[src/rtl/ckdiv_pkg.sv]
package ckdiv_pkg;
  localparam int REG_W    = 16;
  localparam int FIELD_W  = 2;
  localparam int N_FIELDS = 6;
  localparam int SPARE_LO = N_FIELDS * FIELD_W;

  localparam int F_CPU = 0;
  localparam int F_DSP = 1;
  localparam int F_MMU = 2;
  localparam int F_BUS = 3;
  localparam int F_LCD = 4;
  localparam int F_PER = 5;

  typedef logic [FIELD_W-1:0] exp_t;
  typedef logic [FIELD_W:0]   wexp_t;  // one bit of headroom for DSP+1
  typedef logic [REG_W-1:0]   ctl_t;

  function automatic exp_t get_f(ctl_t v, int idx);
    return v[idx*FIELD_W +: FIELD_W];
  endfunction

  function automatic ctl_t put_f(ctl_t v, int idx, exp_t e);
    ctl_t r;
    r = v;
    r[idx*FIELD_W +: FIELD_W] = e;
    return r;
  endfunction

  function automatic wexp_t wmax(wexp_t a, wexp_t b);
    return (a > b) ? a : b;
  endfunction

  function automatic wexp_t wmin(wexp_t a, wexp_t b);
    return (a < b) ? a : b;
  endfunction

  // Clamp order matters: MMU window, then bus floor, then bus ceiling.
  function automatic ctl_t legalise(ctl_t raw);
    wexp_t cpu, dsp, mmu, bus, lcd, per;
    ctl_t  o;
    cpu = {1'b0, get_f(raw, F_CPU)};
    dsp = {1'b0, get_f(raw, F_DSP)};
    mmu = {1'b0, get_f(raw, F_MMU)};
    bus = {1'b0, get_f(raw, F_BUS)};
    lcd = {1'b0, get_f(raw, F_LCD)};
    per = {1'b0, get_f(raw, F_PER)};
    mmu = wmax(mmu, dsp);
    mmu = wmin(mmu, dsp + wexp_t'(1));
    bus = wmax(bus, cpu);
    bus = wmax(bus, mmu);
    bus = wmin(bus, lcd);
    bus = wmin(bus, per);
    o = put_f(raw, F_MMU, mmu[FIELD_W-1:0]);
    o = put_f(o,   F_BUS, bus[FIELD_W-1:0]);
    return o;
  endfunction
endpackage

[src/rtl/ckdiv_rate_pick.sv]
module ckdiv_rate_pick #(
  parameter int unsigned SRC_RATE = 96_000_000,
  parameter int          RATE_W   = 32
) (
  input  logic [RATE_W-1:0] target_i,
  output logic [2:0]        exp_o     // 4 means no exponent qualifies
);
  localparam logic [RATE_W-1:0] SRC = RATE_W'(SRC_RATE);

  // Scan from slowest to fastest so the smallest qualifying exponent wins.
  always_comb begin
    exp_o = 3'd4;
    for (int e = 3; e >= 0; e--) begin
      if ((SRC >> e) <= target_i) exp_o = 3'(e);
    end
  end
endmodule

[src/rtl/ckdiv_strobe.sv]
module ckdiv_strobe
  import ckdiv_pkg::*;
(
  input  logic clk,
  input  logic rst_n,
  input  exp_t exp_i,
  input  logic restart_i,
  output logic tick_o
);
  localparam int CNT_W = (1 << FIELD_W) - 1;

  logic [CNT_W-1:0] cnt;
  logic [CNT_W-1:0] lim;

  assign lim    = CNT_W'((1 << exp_i) - 1);
  assign tick_o = (cnt == '0);

  always_ff @(posedge clk or negedge rst_n) begin
    if (!rst_n)            cnt <= '0;
    else if (restart_i)    cnt <= '0;
    else if (cnt >= lim)   cnt <= '0;
    else                   cnt <= cnt + CNT_W'(1);
  end

  // with a divider above one, a pulse is never followed by another pulse
  a_r6_single_pulse: assert property (@(posedge clk) disable iff (!rst_n)
    (tick_o && exp_i != '0 && !restart_i) |=> !tick_o);
endmodule

[src/rtl/ckdiv_ctlreg.sv]
module ckdiv_ctlreg
  import ckdiv_pkg::*;
#(
  parameter logic [15:0] RESET_VAL = 16'h0000
) (
  input  logic                clk,
  input  logic                rst_n,
  input  logic                wr_en,
  input  ctl_t                wr_data,
  input  logic                req_valid,
  input  logic [2:0]          req_field,
  input  logic [2:0]          req_exp,
  output ctl_t                ctl_q,
  output logic                reject_q,
  output logic [N_FIELDS-1:0] restart_o
);
  ctl_t ctl_d;
  logic req_take;   // request accepted this cycle
  logic req_refuse; // request refused this cycle

  assign req_take   = req_valid && !wr_en && (int'(req_field) < N_FIELDS) && !req_exp[2];
  assign req_refuse = req_valid && !wr_en && !req_take;

  always_comb begin
    if (wr_en)         ctl_d = legalise(wr_data);
    else if (req_take) ctl_d = legalise(put_f(ctl_q, int'(req_field), req_exp[FIELD_W-1:0]));
    else               ctl_d = ctl_q;
  end

  for (genvar g = 0; g < N_FIELDS; g++) begin : g_restart
    assign restart_o[g] = (get_f(ctl_d, g) != get_f(ctl_q, g));
  end

  always_ff @(posedge clk or negedge rst_n) begin
    if (!rst_n) begin
      ctl_q    <= legalise(RESET_VAL);
      reject_q <= 1'b0;
    end else begin
      ctl_q    <= ctl_d;
      reject_q <= req_refuse;
    end
  end

  // MMU exponent stays within [DSP, DSP+1]
  a_r3_mmu_window: assert property (@(posedge clk) disable iff (!rst_n)
    ({1'b0, get_f(ctl_q, F_MMU)} >= {1'b0, get_f(ctl_q, F_DSP)}) &&
    ({1'b0, get_f(ctl_q, F_MMU)} <= {1'b0, get_f(ctl_q, F_DSP)} + 3'd1));

  // bus exponent never exceeds LCD or PER exponent
  a_r5_bus_ceiling: assert property (@(posedge clk) disable iff (!rst_n)
    (get_f(ctl_q, F_BUS) <= get_f(ctl_q, F_LCD)) &&
    (get_f(ctl_q, F_BUS) <= get_f(ctl_q, F_PER)));

  // bus exponent reaches its floor unless the ceiling cuts it
  a_r4_bus_floor: assert property (@(posedge clk) disable iff (!rst_n)
    (get_f(ctl_q, F_BUS) >= get_f(ctl_q, F_CPU) && get_f(ctl_q, F_BUS) >= get_f(ctl_q, F_MMU)) ||
    (get_f(ctl_q, F_BUS) == get_f(ctl_q, F_LCD)) ||
    (get_f(ctl_q, F_BUS) == get_f(ctl_q, F_PER)));

  // spare bits follow the written word
  a_r2_spare_bits: assert property (@(posedge clk) disable iff (!rst_n)
    wr_en |=> (ctl_q[REG_W-1:SPARE_LO] == $past(wr_data[REG_W-1:SPARE_LO])));

  // a refused request leaves the word untouched and is flagged
  a_r8_refuse_holds: assert property (@(posedge clk) disable iff (!rst_n)
    req_refuse |=> ($stable(ctl_q) && reject_q));

  // a write in the same cycle suppresses the reject flag
  a_r9_write_wins: assert property (@(posedge clk) disable iff (!rst_n)
    (wr_en && req_valid) |=> !reject_q);
endmodule

[src/rtl/ckdiv_bank.sv]
module ckdiv_bank
  import ckdiv_pkg::*;
#(
  parameter int unsigned SRC_RATE  = 96_000_000,
  parameter int          RATE_W    = 32,
  parameter logic [15:0] RESET_VAL = 16'h0000
) (
  input  logic              clk,
  input  logic              rst_n,
  input  logic              wr_en,
  input  logic [15:0]       wr_data,
  input  logic              req_valid,
  input  logic [2:0]        req_field,
  input  logic [RATE_W-1:0] req_target,
  output logic [15:0]       ctl_rd,
  output logic              req_reject,
  output logic [5:0]        div_tick
);
  logic [2:0]          pick_exp;
  logic [N_FIELDS-1:0] restart;
  ctl_t                ctl_q;

  ckdiv_rate_pick #(.SRC_RATE(SRC_RATE), .RATE_W(RATE_W)) u_pick (
    .target_i (req_target),
    .exp_o    (pick_exp)
  );

  ckdiv_ctlreg #(.RESET_VAL(RESET_VAL)) u_reg (
    .clk       (clk),
    .rst_n     (rst_n),
    .wr_en     (wr_en),
    .wr_data   (wr_data),
    .req_valid (req_valid),
    .req_field (req_field),
    .req_exp   (pick_exp),
    .ctl_q     (ctl_q),
    .reject_q  (req_reject),
    .restart_o (restart)
  );

  for (genvar g = 0; g < N_FIELDS; g++) begin : g_div
    ckdiv_strobe u_strobe (
      .clk       (clk),
      .rst_n     (rst_n),
      .exp_i     (get_f(ctl_q, g)),
      .restart_i (restart[g]),
      .tick_o    (div_tick[g])
    );
  end

  assign ctl_rd = ctl_q;
endmodule

[config.mk]
export PLATFORM = sky130hd
export DESIGN_NAME = ckdiv_bank
export DESIGN_NICKNAME = d
export VERILOG_FILES = /design/src/rtl/ckdiv_pkg.sv /design/src/rtl/ckdiv_rate_pick.sv /design/src/rtl/ckdiv_strobe.sv /design/src/rtl/ckdiv_ctlreg.sv /design/src/rtl/ckdiv_bank.sv
export SDC_FILE = /design/constraint.sdc
export NUM_CORES = 1
export LEC_CHECK = 0
export CAP_MARGIN = 25
export CORE_MARGIN = 2
export CORE_UTILIZATION = 50
export CTS_CLUSTER_DIAMETER = 40
export DETAILED_ROUTE_END_ITERATION = 10
export PLACE_DENSITY = 0.87
export RECOVER_POWER = 50
export SLEW_MARGIN = 20
export SYNTH_ARGS = -nofsm -noshare
export SYNTH_HDL_FRONTEND = slang
export SYNTH_SLANG_ARGS = --single-unit
[constraint.sdc]
create_clock -name clk -period 8 [get_ports clk]
set_clock_uncertainty 0.05 [all_clocks]
set_input_delay 1.6 -clock clk [delete_from_list [all_inputs] [get_ports clk]]
set_output_delay 1.6 -clock clk [all_outputs]
set_load 0.05 [all_outputs]
==> flow_summary_export.csv, run 1 <==
group,metric,value,unit
worst_setup_path,cp_max_fo,11,
final_layout,syn_to_final_growth,45.76,%
yosys,synth_top_family_by_area,"compound AO/OA/AOI/OAI gates",
final_layout,instances_no_fill,715,
clock_network,ctsHoldBuffers,0,
sta,final.setup.worst_slack,-26.71,ps
floorplan,rows,32,
floorplan,io_pins,78,
worst_setup_path,crit_top_cell,"buf_4",
worst_setup_path,endpoint_kind,"register",
routing,wl,13.02,mm
clock_network,htree_num_levels,2,
yosys,yosys-top-cells-area,"dfrtp_1, ha_1, inv_1",
worst_setup_path,cpMaxStageDelayCell,"clkdlybuf4s50_1",
floorplan,chipWidth,91.88,µm
yosys,synth-simple-area-share,21.94,%
final_layout,final_layout_size_suffix_gt1_share,26.43,%
sta,finalCritPeriodShare,100.3,%
worst_setup_path,cp.arrival,8150,ps
pwr,p_per_area,279.1,nW/µm²
yosys,synthMuxAreaShare,2.852,%
global_routing,grt_pass1_vias,4221,
yosys,synth_compound_area_share,25.11,%
placement,hpwlAfterDp,8.907,mm
worst_setup_path,slowest_delay,500,ps
hold_path,hold_depth,1,
routing,dr.pass1.iters,5,
job,drv_cap,1,
clock_network,cts_buffer_depth,2,
worst_setup_path,r2r_cells,31,
clock_network,cts.sinks,35,
routing,drc,0,
yosys,synth_edf_count,0,
yosys,netlist_area,3861,µm²
worst_setup_path,path_class,"input pin to register",
routing,route.vias.total,4392,
final_layout,diodes,0,
sta,setup-violations-final,3,
clock_network,clk_pin_slew_worst_paths,80,ps
placement,dp_cells,699,
pwr,vdd_drop_max,0.0002408,V
sta,worstMarginPinSlew,1970,ps
yosys,syn-num-nets,582,
yosys,synth_warnings,0,
yosys,postSynthAreaPerCell,8.198,µm²
yosys,synth_cells,471,
final_layout,multi_input_area,2968,µm²
routing,drt_iter0_markers,402,
yosys,async_flop_share,100.0,%
final_layout,regArea,875.8,µm²
global_routing,groute.usage.overall,27.45,%
yosys,synth_top_cell_area_share,22.68,%
worst_setup_path,start_kind,"input pin",
clock_network,cts_buffers,5,
global_routing,grt-ovfl-total,0,
clock_network,clk_latency,300,ps
placement,gp_congestion,0.9443,
sta,fin_crit,8027,ps
sta,fmax,124.6,MHz
floorplan,die_area,8441,µm²
yosys,netlist_top_cells_count,"inv_1, ha_1, nand2_1",
sta,drv_slew,36,
yosys,synth_top_cell_by_area,"dfrtp_1",
global_routing,antenna_found_initial,0,
final_layout,nNetsFinal,723,
global_routing,grt_max_degree,36,
yosys,synth_ff_type,"dfrtp_1",
routing,wl_per_cell,18.21,µm
status,violations,"capacitance limit, slew limit, setup timing",
worst_setup_path,required,8120,ps
placement,io_buffers,69,
final_layout,nFillCells,494,
yosys,synth_xor_area_share,1.361,%
floorplan,die_h,91.88,µm
global_routing,grt_pass1_wl,19.00,mm
yosys,synth_cell_types,76,
routing,antenna_left,0,
placement,place_area,5129,µm²
yosys,ys_seq_area_share,22.68,%
yosys,yosysMostFrequentCell,"inv_1",
sta,hold_viol_final,0,
routing,vias_per_cell,6.143,
clock_network,cts_tree,"yes",
placement,dp_slack,-686.4,ps
pwr,leakagePower,0.002697,µW
yosys,synth_adder_area_share,18.15,%
sta,hold_slack,435.5,ps
status,status,"complete, but fails checks",
floorplan,start_util,50.76,%
floorplan,coreArea,7607,µm²
clock_network,cts-root-buf,"clkbuf_8",
final_layout,design_area,5628,µm²
sta,slew_headroom,-31.31,%
yosys,ys_ff_latch,35,
hold_path,hp-class,"register to register",
-- registers in the layout, summed over array words and instances, names as in the netlist --
| signal | cells |
|---|---|
| g_div.u_strobe.cnt | 18 |
| u_reg.ctl_q | 16 |
| u_reg.reject_q | 1 |
-- worst max-delay path: cells and delay by family --
kind / cells / cell delay (ps)
adder cells (fa/ha/maj): 3 / 850
AO/OA/AOI/OAI: 13 / 2120
buffers and inverters: 7 / 1320
AND/OR/NAND/NOR: 8 / 1220
multiplexers: 3 / 1050
-- per-layer routing --
metal | global-route usage, % | routed length [µm]
met1 | 32.90 | 5010
met2 | 48.84 | 6530
met3 | 4.026 | 868
met4 | 11.69 | 611
met5 | 0 | 0
-- power breakdown --
group / switching (µW) / internal (µW) / total (µW)
Sequential: 49.8 / 221 / 271
Clock: 74.0 / 92.9 / 167
Combinational: 610 / 523 / 1130
Total: 734 / 837 / 1570
-- layout by cell type (no fill, tap or decap), drive strengths merged, types with 6 or more instances in the layout --
master         Yosys  layout
a21o               7       7
a21oi             28      28
a221o              6       6
and2              10      10
buf                8      78
clkbuf             6       6
clkdlybuf4s50      0      43
dfrtp             35      35
dlygate4sd3        0      12
dlymetal6s2s       0      14
ha                56      56
inv               58      58
nand2             45      45
nand2b            11      11
nand3             10      10
nand4              8       8
nor2              33      33
nor2b             11      11
nor3              11      11
o21ai             16      16
o22ai             11      11
o311ai             6       6
o31ai              9       9
-- layout make-up --
type | count | share of cell area [%]
Multi-Input combinational cell | 363 | 52.73
Clock buffer | 5 | 1.223
Sequential cell | 35 | 15.56
Tap cell | 102 | 2.268
Clock inverter | 3 | 0.7781
Timing Repair Buffer | 148 | 23.50
Inverter | 59 | 3.935
-- cells by family (layout without fill, tap and decap cells) --
| logic type | Yosys count | in the layout |
|---|---|---|
| and+or+nand+nor | 163 | 163 |
| xor gates and xnor gates | 6 | 6 |
| AOI/OAI and AO/OA | 128 | 128 |
| muxes | 10 | 10 |
| adders and majority gates | 56 | 56 |
| buffers and inverters | 73 | 215 |
| DFF | 35 | 35 |
-- what timing repair did --
item / CTS / global route
pin swaps: 2 / 27
setup endpoints to repair: 4 / 5
gates resized for setup: 7 / 76
hold endpoints to repair: 0 / 0
setup buffers: 1 / 7
-- final timing paths --
check                                          from                       end  slack (ps)
min reg2reg                g_div[1].u_strobe.cnt[0]  g_div[1].u_strobe.cnt[0]         440
max in group asynchronous                     rst_n            u_reg.ctl_q[4]        4430
min                        g_div[1].u_strobe.cnt[0]  g_div[1].u_strobe.cnt[0]         440
min in group asynchronous                     rst_n  g_div[3].u_strobe.cnt[0]        2330
max                                  req_target[16]  g_div[3].u_strobe.cnt[0]         -30
max reg2reg                          u_reg.ctl_q[2]  g_div[3].u_strobe.cnt[0]        2170
-- per-stage QoR --
stage | util, % | power (µW) | TNS [ps]
after detailed placement | 67.42 | 1261 | -2596
final | 73.98 | 1571 | -45.33
after global routing | 73.98 | 1670 | -808.3
after floorplan | - | 933.2 | 0
after global placement | 67.42 | 1201 | -1255
after CTS | 69.24 | 1442 | 0
Power figures use the tool's default switching activity.
==> run 2: changes to the inputs <==
--- a/config.mk
+++ b/config.mk
@@ -6,10 +6,12 @@
 export NUM_CORES = 1
 export LEC_CHECK = 0
 export CAP_MARGIN = 25
+export CORE_ASPECT_RATIO = 0.9
 export CORE_MARGIN = 2
 export CORE_UTILIZATION = 50
 export CTS_CLUSTER_DIAMETER = 40
 export DETAILED_ROUTE_END_ITERATION = 10
+export GPL_ROUTABILITY_DRIVEN = 0
 export PLACE_DENSITY = 0.87
 export RECOVER_POWER = 50
 export SLEW_MARGIN = 20
==> flow_summary_export.csv, run 2 (synthesis gave the netlist of run 1 again) <==
group,metric,value,unit
pwr,p_per_area,277.6,nW/µm²
floorplan,die_h,87.37,µm
sta,setup-violations-final,0,
sta,fmax,125.8,MHz
sta,hold_slack,433.5,ps
global_routing,grt-ovfl-total,0,
worst_setup_path,r2r_start,"u_reg.ctl_q[2]",
routing,vias_per_cell,6.059,
sta,tns,0,ps
placement,io_buffers,69,
floorplan,start_util,51.43,%
clock_network,cts_buffers,5,
sta,slew_headroom,-32.95,%
placement,dp_cells,690,
sta,fin_crit,7951,ps
routing,route.vias.total,4296,
floorplan,coreArea,7507,µm²
final_layout,nNetsFinal,723,
sta,hold_viol_final,0,
worst_setup_path,cpMaxStageDelayCell,"clkdlybuf4s50_1",
worst_setup_path,cp.arrival,8070,ps
sta,finalCritPeriodShare,99.39,%
final_layout,top_regs,"g_div.u_strobe.cnt x18, u_reg.ctl_q x16, u_reg.reject_q x1",
worst_setup_path,required,8120,ps
sta,worstMarginPinSlew,1994,ps
routing,drc,0,
clock_network,cts-root-buf,"clkbuf_8",
final_layout,syn_to_final_growth,41.09,%
final_layout,largest_reg_flops,18,
placement,hpwlAfterDp,8.793,mm
status,violations,"capacitance limit, slew limit",
global_routing,antenna_found_initial,0,
worst_setup_path,endpoint_kind,"register",
final_layout,mostFrequentLayoutCell,"buf_4",
routing,highest_layer,"met4",
routing,drt_iter0_markers,360,
floorplan,rows,30,
pwr,leakagePower,0.002603,µW
worst_setup_path,cp_max_fo,6,
routing,wl_met3,885,µm
hold_path,hold_depth,1,
job,drv_cap,1,
pwr,power,1512,µW
worst_setup_path,start_kind,"input pin",
hold_path,hp-class,"register to register",
hold_path,min_from,"g_div[1].u_strobe.cnt[0]",
final_layout,instances_no_fill,709,
clock_network,clk_latency,300,ps
global_routing,grt_pass1_vias,4157,
routing,dr.pass1.iters,7,
clock_network,cts_buffer_depth,2,
floorplan,chipWidth,96.63,µm
placement,dp_slack,-529.1,ps
worst_setup_path,r2r_slack,2320,ps
final_layout,diodes,0,
routing,wl_met1,4.857,mm
clock_network,htree_num_levels,2,
worst_setup_path,path_class,"input pin to register",
final_layout,max_flop_register,"g_div.u_strobe.cnt",
final_layout,nFillCells,509,
hold_path,hold-path-endpoint,"g_div[1].u_strobe.cnt[0]",
pwr,vdd_drop_max,0.0001974,V
final_layout,final_cell_mix,"buf_4, inv_1, ha_1",
worst_setup_path,r2r_cells,29,
worst_setup_path,slowest_delay,500,ps
routing,wl,11.98,mm
global_routing,grt_max_degree,36,
sta,drv_slew,36,
global_routing,grt_pass1_wl,18.59,mm
status,status,"complete, but fails checks",
clock_network,cts.sinks,35,
floorplan,die_area,8442,µm²
floorplan,io_pins,78,
routing,antenna_left,0,
routing,wl_per_cell,16.89,µm
sta,final.setup.worst_slack,48.91,ps
global_routing,groute.usage.overall,26.34,%
worst_setup_path,timing.rr.end,"g_div[3].u_strobe.cnt[1]",
final_layout,final_layout_size_suffix_gt1_share,24.47,%
routing,route.met2.wl,5.911,mm
clock_network,cts_tree,"yes",
clock_network,clk_pin_slew_worst_paths,80,ps
-- run 2: changes by cell type in the layout (fill, tap and decap cells not counted), moves of 4 or more --
cell / before / now
dlymetal6s2s_1: 14 / 6
clkdlybuf4s50_1: 43 / 50
a21oi_1: 23 / 27
a21oi_2: 5 / 1
-- run 2: worst max path at each step --
stage | cells past startpoint | endpoint | slack (ps) | from
2_1_floorplan | 35 | g_div[3].u_strobe.cnt[0] | 30 | req_field[0]
3_3_place_gp | 35 | g_div[3].u_strobe.cnt[0] | -340 | req_target[16]
3_5_place_dp | 34 | g_div[3].u_strobe.cnt[1] | -530 | req_target[23]
4_1_cts | 36 | g_div[3].u_strobe.cnt[1] | 6 | req_target[15]
5_1_grt | 33 | g_div[3].u_strobe.cnt[0] | -220 | req_target[17]
6_report | 35 | g_div[3].u_strobe.cnt[1] | 50 | req_target[17]
-- run 2: report_power, final --
part | internal [µW] | switching [µW]
logic | 518 | 593
clock network | 61.3 | 71.3
registers | 221 | 47.3
-- run 2: per-stage QoR --
stage / cell area, µm² / utilization (%)
global placement: 5099 / 67.92
finish: 5448 / 72.57
floorplan: 3861 / -
CTS: 5204 / 69.32
global route: 5448 / 72.57
detailed placement: 5099 / 67.92
-- run 2: repair_timing --
item	CTS	global route
hold buffers	0	0
buffers inserted	0	11
gates resized for setup	10	43
setup endpoints to repair	4	5
pin swaps	2	22
-- run 2: area by class of cell --
class                      count  area (µm²)  area share (%)
multi-input combinational    363        2856           52.43
timing repair buffer         148        1292           23.73
sequential                    35       875.8           16.08
inverter                      59       221.5           4.065
tap                           96       120.1           2.205
clock buffer                   7       76.32           1.401
clock inverter                 1       5.005         0.09187
-- run 2: routing by layer --
metal | GRT usage, % | up-vias
met1 | 33.60 | 2051
met2 | 46.78 | 209
met3 | 4.254 | 41
li1 | - | 1995
met4 | 7.042 | 0
met5 | 0 | -
-- run 2: critical path, delay by kind of cell --
| kind | cells | cell delay [ps] |
|---|---|---|
| AO/OA/AOI/OAI | 15 | 2360 |
| adder cells (fa/ha/maj) | 4 | 1190 |
| AND/OR/NAND/NOR | 8 | 1060 |
| buffers and inverters | 5 | 1000 |
| multiplexers | 3 | 840 |
